--- src/rtl/i2c_reg_slave.sv ---
module i2c_reg_slave #(
  parameter logic [6:0] DEV_ADDR = 7'h48,
  parameter int         PTR_W    = 8
) (
  input  logic              clk,
  input  logic              rst_n,
  input  logic              scl_i,
  input  logic              sda_i,
  output logic              sda_oe,
  output logic [PTR_W-1:0]  reg_ptr,
  output logic [15:0]       wr_data,
  output logic [1:0]        wr_be,
  output logic              wr_strb,
  input  logic [15:0]       rd_data
);
  localparam int BYTE_W = 8;
  localparam int CNT_W  = $clog2(BYTE_W + 1);
  localparam logic [CNT_W-1:0] LAST = CNT_W'(BYTE_W);

  typedef enum logic [3:0] {
    S_IDLE, S_ADDR, S_ADDR_ACK, S_PTR, S_PTR_ACK, S_WHI, S_WHI_ACK,
    S_WLO, S_WLO_ACK, S_RD, S_RD_ACK, S_WAIT
  } st_t;

  st_t               st;
  logic [2:0]        scl_p, sda_p;
  logic [CNT_W-1:0]  cnt;
  logic [BYTE_W-1:0] sh, tx;
  logic [15:0]       hold;
  logic              rnw, lo_next, mack;

  always_ff @(posedge clk or negedge rst_n)
    if (!rst_n) begin
      scl_p <= '1;
      sda_p <= '1;
    end else begin
      scl_p <= {scl_p[1:0], scl_i};
      sda_p <= {sda_p[1:0], sda_i};
    end

  wire scl_s     = scl_p[1];
  wire sda_s     = sda_p[1];
  wire scl_rise  = scl_s & ~scl_p[2];
  wire scl_fall  = ~scl_s & scl_p[2];
  wire start_det = scl_s & scl_p[2] & sda_p[2] & ~sda_s;
  wire stop_det  = scl_s & scl_p[2] & ~sda_p[2] & sda_s;
  wire rx_state  = (st == S_ADDR) || (st == S_PTR) || (st == S_WHI) || (st == S_WLO);
  wire rd_phase  = (st == S_RD) || (st == S_RD_ACK);
  wire byte_done = scl_fall && (cnt == LAST);

  always_ff @(posedge clk or negedge rst_n)
    if (!rst_n) begin
      st      <= S_IDLE;
      cnt     <= '0;
      sh      <= '0;
      tx      <= '0;
      hold    <= '0;
      rnw     <= 1'b0;
      lo_next <= 1'b0;
      mack    <= 1'b0;
      sda_oe  <= 1'b0;
      reg_ptr <= '0;
      wr_data <= '0;
      wr_be   <= '0;
      wr_strb <= 1'b0;
    end else begin
      wr_strb <= 1'b0;
      if (start_det) begin
        st     <= S_ADDR;
        cnt    <= '0;
        sda_oe <= 1'b0;
      end else if (stop_det) begin
        st     <= S_IDLE;
        cnt    <= '0;
        sda_oe <= 1'b0;
      end else if (rx_state) begin
        if (scl_rise) begin
          sh  <= {sh[BYTE_W-2:0], sda_s};
          cnt <= cnt + 1'b1;
        end else if (byte_done) begin
          cnt <= '0;
          case (st)
            S_ADDR:
              if (sh[7:1] == DEV_ADDR) begin
                sda_oe <= 1'b1;
                rnw    <= sh[0];
                st     <= S_ADDR_ACK;
              end else begin
                st <= S_WAIT;
              end
            S_PTR: begin
              sda_oe  <= 1'b1;
              reg_ptr <= sh[PTR_W-1:0];
              st      <= S_PTR_ACK;
            end
            S_WHI: begin
              sda_oe        <= 1'b1;
              wr_data[15:8] <= sh;
              wr_be         <= 2'b10;
              wr_strb       <= 1'b1;
              st            <= S_WHI_ACK;
            end
            default: begin
              sda_oe       <= 1'b1;
              wr_data[7:0] <= sh;
              wr_be        <= 2'b01;
              wr_strb      <= 1'b1;
              st           <= S_WLO_ACK;
            end
          endcase
        end
      end else begin
        case (st)
          S_ADDR_ACK:
            if (scl_fall) begin
              if (rnw) begin
                hold    <= rd_data;
                tx      <= rd_data[15:8];
                sda_oe  <= ~rd_data[15];
                lo_next <= 1'b1;
                st      <= S_RD;
              end else begin
                sda_oe <= 1'b0;
                st     <= S_PTR;
              end
            end
          S_PTR_ACK: if (scl_fall) begin sda_oe <= 1'b0; st <= S_WHI; end
          S_WHI_ACK: if (scl_fall) begin sda_oe <= 1'b0; st <= S_WLO; end
          S_WLO_ACK: if (scl_fall) begin sda_oe <= 1'b0; st <= S_WHI; end
          S_RD:
            if (scl_rise) begin
              cnt <= cnt + 1'b1;
            end else if (byte_done) begin
              cnt    <= '0;
              sda_oe <= 1'b0;
              st     <= S_RD_ACK;
            end else if (scl_fall) begin
              tx     <= {tx[BYTE_W-2:0], 1'b0};
              sda_oe <= ~tx[BYTE_W-2];
            end
          S_RD_ACK:
            if (scl_rise) begin
              mack <= ~sda_s;
            end else if (scl_fall) begin
              if (!mack) begin
                st <= S_WAIT;
              end else if (lo_next) begin
                tx      <= hold[7:0];
                sda_oe  <= ~hold[7];
                lo_next <= 1'b0;
                st      <= S_RD;
              end else begin
                hold    <= rd_data;
                tx      <= rd_data[15:8];
                sda_oe  <= ~rd_data[15];
                lo_next <= 1'b1;
                st      <= S_RD;
              end
            end
          default: ;
        endcase
      end
    end
endmodule

--- config.mk ---
export PLATFORM = sky130hd
export DESIGN_NAME = i2c_reg_slave
export DESIGN_NICKNAME = d
export VERILOG_FILES = /design/src/rtl/i2c_reg_slave.sv
export SDC_FILE = /design/constraint.sdc
export NUM_CORES = 1
export LEC_CHECK = 0
export CORE_UTILIZATION = 40
export CTS_CLUSTER_SIZE = 16
export DETAILED_ROUTE_END_ITERATION = 8
export DONT_BUFFER_PORTS = 1
export PLACE_DENSITY = 0.51
export SYNTH_ARGS = -nofsm -noshare
export SYNTH_HDL_FRONTEND = slang
export SYNTH_SLANG_ARGS = --single-unit
--- constraint.sdc ---
create_clock -name clk -period 3.1 [get_ports clk]
set_clock_uncertainty 0.1 [all_clocks]
set_input_delay 0.155 -clock clk [delete_from_list [all_inputs] [get_ports clk]]
set_output_delay 0.155 -clock clk [all_outputs]
set_load 0.05 [all_outputs]
==> metrics.txt, run 1 <==
highest-delay cell along the critical path or4_1; worst slew pin tran 0.793 ns; DRT Pass-1 Iters 4; critical path depth 5; Yosys cell types 56; Post-synth top cells dfrtp_1, mux2_2, nor2_1; Setup CP Type reg -> reg; top-count cell post-synth dfrtp_1; Seq/Total Area, Yosys 51.1%; Synth area leader dfrtp_1; Hold Buf Count CTS 18; Root Buffer clkbuf_8; detailed-route via count 2263; CTS tree done; largest net degree at the start of global routing 69; unrepaired setup endpoints after global routing no; H-tree levels 3; Initial Utilization 42.4%; post-synthesis cell area 0.00334 mm^2; EDFF count, synth 0; Critical Path RT 3.23 ns; Clock Path Buffers 2; CP delay by family, top simple AND/OR/NAND/NOR gates; ant diodes 0; Fin. Hold Viols 0; Yosys top cell area share 46.4%; post-synthesis cell count 280; CTS buffer count 9; vias in the first global route 2365; Hold Path Stages 3; synthesized flop and latch total 68; WL final 7130 um; max incr delay on CP 0.76 ns; Primary FF master, synth dfrtp_1; num rows 32; initial antenna violation count 0; Max rail drop VDD 0.277 mV; Post-CTS Setup Bufs 0; Vias per Instance 5.44; ys async rst share 100%; Setup crit start st[0]; # nets final 331; result of the run complete, no violations; drt drc 0; top post-synthesis cells by area dfrtp_1, mux2_2, dfstp_2; Crit Path Max Fanout 15; worst path bufs/invs 0; global-route wire length before repair 11700 um; CTS clk-pin slew, worst paths 0.08 ns; leakage power 1.74 nW; Worst setup EP type flip-flop; R2R depth 5; Die Ht 93.4 um; clock sink count 68; Final min period 2.57 ns; post-route ant nets 0; max_cap viols 0; core area 0.00789 mm^2; max_slew headroom 45.8%; Die Wd 93.4 um; layout cells sized above 1 29.6%; R2R Path Start st[0]; Resized cells post-CTS 0; total grt overflow 0; GP Congestion 0.848; fin crit share 82.8%; crit-path cells or2b_2 > or2_4 > o221ai_2 > or4_1 > mux2_4; Area Overhead vs Synth 15.2%; Worst-Skew Late Latency 0.35 ns; all-layer global routing usage 17.7%; Hold Startpoint rd_data[8]; crit path launch type flip-flop; worst hold path class in -> reg; PwrDens 817 mW/mm^2; Syn Nets 302; final max-slew violation count 0; Avg Cell Area, Syn 11.9 um^2; setup TNS 0 ns; drt wl/cell 17.1 um; drt initial violations 118; I/O Pins 48; Die ar. 0.00872 mm^2; crit path DAT 2.69 ns; total power draw 3.14 mW; IO Port Bufs 0; Final setup viols 0; fmax 389 MHz; Ys Warns 0; DP Wirelength 4750 um
==> per-stage QoR <==
stage | cell area (um^2) | util [%] | cells | setup slack (ns) | hold slack, ns
floorplan | 3340 | - | 280 | 0.834 | -0.241
finish | 3850 | 48.8 | 416 | 0.532 | 0.0639
global route | 3850 | 48.8 | 416 | 0.419 | 0.110
detailed placement | 3460 | 43.9 | 382 | 0.534 | -0.238
global placement | 3460 | 43.9 | 382 | 0.598 | -0.238
CTS | 3850 | 48.8 | 416 | 0.515 | 0.0359
==> kinds of logic (layout without fill, tap and decap cells) <==
family,after synthesis,after routing,synth area share [%]
XOR/XNOR,2,2,0.524
flip-flops,68,68,51.1
buffers and inverters,25,59,4.27
AND/OR/NAND/NOR,75,75,12.8
adder cells (fa/ha/maj),2,2,0.749
multiplexers,54,54,18.9
AO/OA/AOI/OAI,54,54,11.7
==> power by group <==
group | total (mW) | internal (mW) | switching [mW]
clock network | 0.732 | 0.372 | 0.360
registers | 1.34 | 1.10 | 0.237
logic | 1.07 | 0.536 | 0.539
==> worst paths after layout <==
kind	slack (ns)	to
hold reg to reg	0.25	scl_p[1]
setup reg to reg	0.53	hold[3]
max in group asynchronous	2.34	scl_p[0]
hold / removal	0.06	tx[0]
min in group asynchronous	0.23	cnt[1]
setup / recovery	0.53	hold[3]
==> metal layers <==
| metal | share of wire (%) | GRT usage [%] | routed length [um] |
|---|---|---|---|
| met1 | 47 | 23.6 | 3370 |
| met5 | 0 | 0 | 0 |
| met2 | 46 | 26.9 | 3290 |
| met4 | 1.3 | 7.31 | 95 |
| met3 | 5.2 | 4.96 | 373 |
==> sequential cells by signal, summed over array words and instances (netlist names) <==
signal / count
cnt: 4
hold: 8
lo_next: 1
mack: 1
reg_ptr: 8
rnw: 1
scl_p: 3
sda_oe: 1
sda_p: 3
sh: 8
st: 4
tx: 7
wr_be: 2
wr_data: 16
wr_strb: 1
==> worst reg2reg max path, delay by kind of cell (launching register included) <==
kind	cells	cell delay (ns)
AOI/OAI and AO/OA	1	0.13
DFF	1	0.61
and+or+nand+nor	3	1.22
muxes	1	0.40
==> layout make-up <==
class	count	area, um^2
clock buffers	10	128
clock inverters	6	63.8
fillers	725	4040
inverters	14	52.6
multi-input cells	187	1490
flip-flops and latches	68	1710
well taps	102	128
repair buffers	29	280
==> cells in the final DEF (no fill, tap or decap), drive strengths merged, types with 2 or more instances in the layout <==
| master | count |
|---|---|
| a21oi | 12 |
| and3 | 2 |
| o21ai | 11 |
| o221ai | 2 |
| nand3 | 4 |
| dfstp | 6 |
| or2b | 2 |
| nand2b | 6 |
| clkbuf | 10 |
| nand2 | 12 |
| o32ai | 2 |
| dlygate4sd3 | 17 |
| mux2i | 9 |
| o22ai | 2 |
| nor4 | 4 |
| o311ai | 2 |
| nor2 | 22 |
| nor3 | 6 |
| clkinvlp | 2 |
| a32o | 2 |
| inv | 15 |
| or2 | 4 |
| a31oi | 2 |
| or4 | 2 |
| dfrtp | 62 |
| clkinv | 2 |
| nor2b | 3 |
| mux2 | 45 |
| a2111oi | 2 |
| buf | 12 |
| nand4b | 2 |
| a211o | 3 |
| ha | 2 |
| xnor2 | 2 |
| a211oi | 2 |
| a22o | 7 |
Power figures use the tool's default switching activity.
==> run 2, diff against run 1 <==
clock period = 2.5 ns   (was 3.1 ns; I/O delays follow)
==> run 2 against run 1 <==
  * Die area is the same
  * Design area is 4.8% higher
  * Combinational power is 34% higher
  * Total power up 37%
  * First-iteration DRC count shrank 13%
  * Core utilization rose by 2.3 points
  * Sequential share of layout area decreased by 2.0 points
  * Largest power group unchanged
==> metrics.txt, run 2 (synthesis results as in run 1) <==
hold_ws 0.0110 ns; drt drc 0; worst slew pin tran 0.618 ns; initial antenna violation count 0; Initial Utilization 42.4%; switching share of total power 33.5%; GP Congestion 0.826; core area 0.00789 mm^2; most common cell after layout, fill and taps aside dfrtp_1; Vias per Instance 5.40; max_cap viols 0; Worst-Skew Late Latency 0.35 ns; Hold EP tx[0]; unrepaired setup endpoints after global routing no; I/O Pins 48; largest register by flop count wr_data; Fin. Hold Viols 0; FF-to-FF setup slack 0.18 ns; highest-delay cell along the critical path dfrtp_1; clock share of power 28.4%; Die Ht 93.4 um; crit-path cells or2b_2 > or2_4 > o221ai_2 > or4_1 > buf_4 > mux2_4; P_int 2.87 mW; PwrDens 1070 mW/mm^2; Max rail drop VDD 0.417 mV; CTS buffer count 9; combinational power share 33.2%; part of the power in registers 38.4%; H-tree levels 3; # nets final 345; crit path launch type flip-flop; leakage power 1.85 nW; vias in the first global route 2380; Hold Startpoint rd_data[8]; Die ar. 0.00872 mm^2; CTS clk-pin slew, worst paths 0.08 ns; all-layer global routing usage 18.1%; Area Overhead vs Synth 20.7%; drt initial violations 103; max incr delay on CP 0.48 ns; worst hold path class in -> reg; CTS tree done; Crit Path Max Fanout 9; WL final 7190 um; ant diodes 0; Final min period 2.32 ns; post-route ant nets 0; Post-CTS Setup Bufs 0; Clock Path Buffers 2; Setup CP Type reg -> reg; global-route wire length before repair 12000 um; DP Wirelength 4930 um; fmax 432 MHz; fin crit share 92.7%; Critical Path RT 2.64 ns; R2R depth 6; Hold Path Stages 3; worst reg2reg path endpoint hold[5]; drt wl/cell 16.7 um; Resized cells post-CTS 0; sw power 1.44 mW; largest net degree at the start of global routing 69; crit path DAT 2.46 ns; FILL cells 702; detailed-route via count 2322; Final setup viols 0; IO Port Bufs 0; DRT Pass-1 Iters 4; max reg flops 16; max_slew headroom 58.4%; layout cells sized above 1 32.9%; most frequent cells in the layout dfrtp_1, mux2_2, buf_4; total grt overflow 0; num rows 32; R2R Path Start st[1]; clock sink count 68; setup TNS 0 ns; result of the run complete, no violations; Root Buffer clkbuf_8; Worst setup EP type flip-flop; final max-slew violation count 0; Die Wd 93.4 um
run 2: cell type report:
class | count | area, um^2 | area share (%)
flip-flops and latches | 68 | 1710 | 42.4
clock buffers | 9 | 124 | 3.07
well taps | 102 | 128 | 3.16
multi-input cells | 187 | 1490 | 36.9
clock inverters | 7 | 146 | 3.63
inverters | 14 | 52.6 | 1.30
repair buffers | 43 | 385 | 9.55
run 2: worst max path at each step:
stage / startpoint / end / slack [ns] / cells past startpoint
floorplan: scl_p[1] / tx[0] / 0.23 / 6
global placement: st[1] / hold[7] / 0.19 / 6
detailed placement: scl_p[2] / hold[5] / 0.19 / 6
CTS: scl_p[2] / hold[5] / 0.18 / 6
global route: scl_p[2] / hold[2] / 0.06 / 6
finish: st[1] / hold[5] / 0.18 / 6
run 2: through the flow:
stage | util, % | setup slack [ns] | total power [mW] | cell area (um^2) | cells
2_1_floorplan | - | 0.234 | 2.66 | 3340 | 280
3_3_place_gp | 45.2 | 0.186 | 3.05 | 3570 | 396
3_5_place_dp | 45.2 | 0.191 | 3.05 | 3570 | 396
4_1_cts | 51.2 | 0.183 | 4.35 | 4040 | 430
5_1_grt | 51.2 | 0.0607 | 4.58 | 4040 | 430
6_report | 51.2 | 0.183 | 4.31 | 4040 | 430
run 2: worst max-delay path: cells and delay by family (launching register included):
family                 cells  cell delay (ns)
DFF                        1             0.48
muxes                      1             0.32
buffers and inverters      1             0.20
and+or+nand+nor            3             0.84
AOI/OAI and AO/OA          1             0.26
run 2: timing repair:
item                       4_1_cts  5_1_grt
hold buffers                    18        0
hold endpoints to repair        84        0
setup endpoints to repair        0        0
run 2: layer usage:
metal  vias to the layer above  share of wire, %  track usage (%)
met3                        15               5.3             5.61
met1                      1146                47             23.6
met5                         -                 0                0
li1                       1109                 -                -
met2                        52                46             27.8
met4                         0               2.0             7.82
run 2: power by group through the flow:
| stage | logic [mW] | registers, mW | clock network (mW) |
|---|---|---|---|
| after CTS | 1.43 | 1.66 | 1.25 |
| after global placement | 1.38 | 1.67 | 0 |
| final | 1.43 | 1.66 | 1.22 |
| after floorplan | 1.08 | 1.58 | 0 |
| after global routing | 1.58 | 1.70 | 1.30 |
| after detailed placement | 1.37 | 1.68 | 0 |
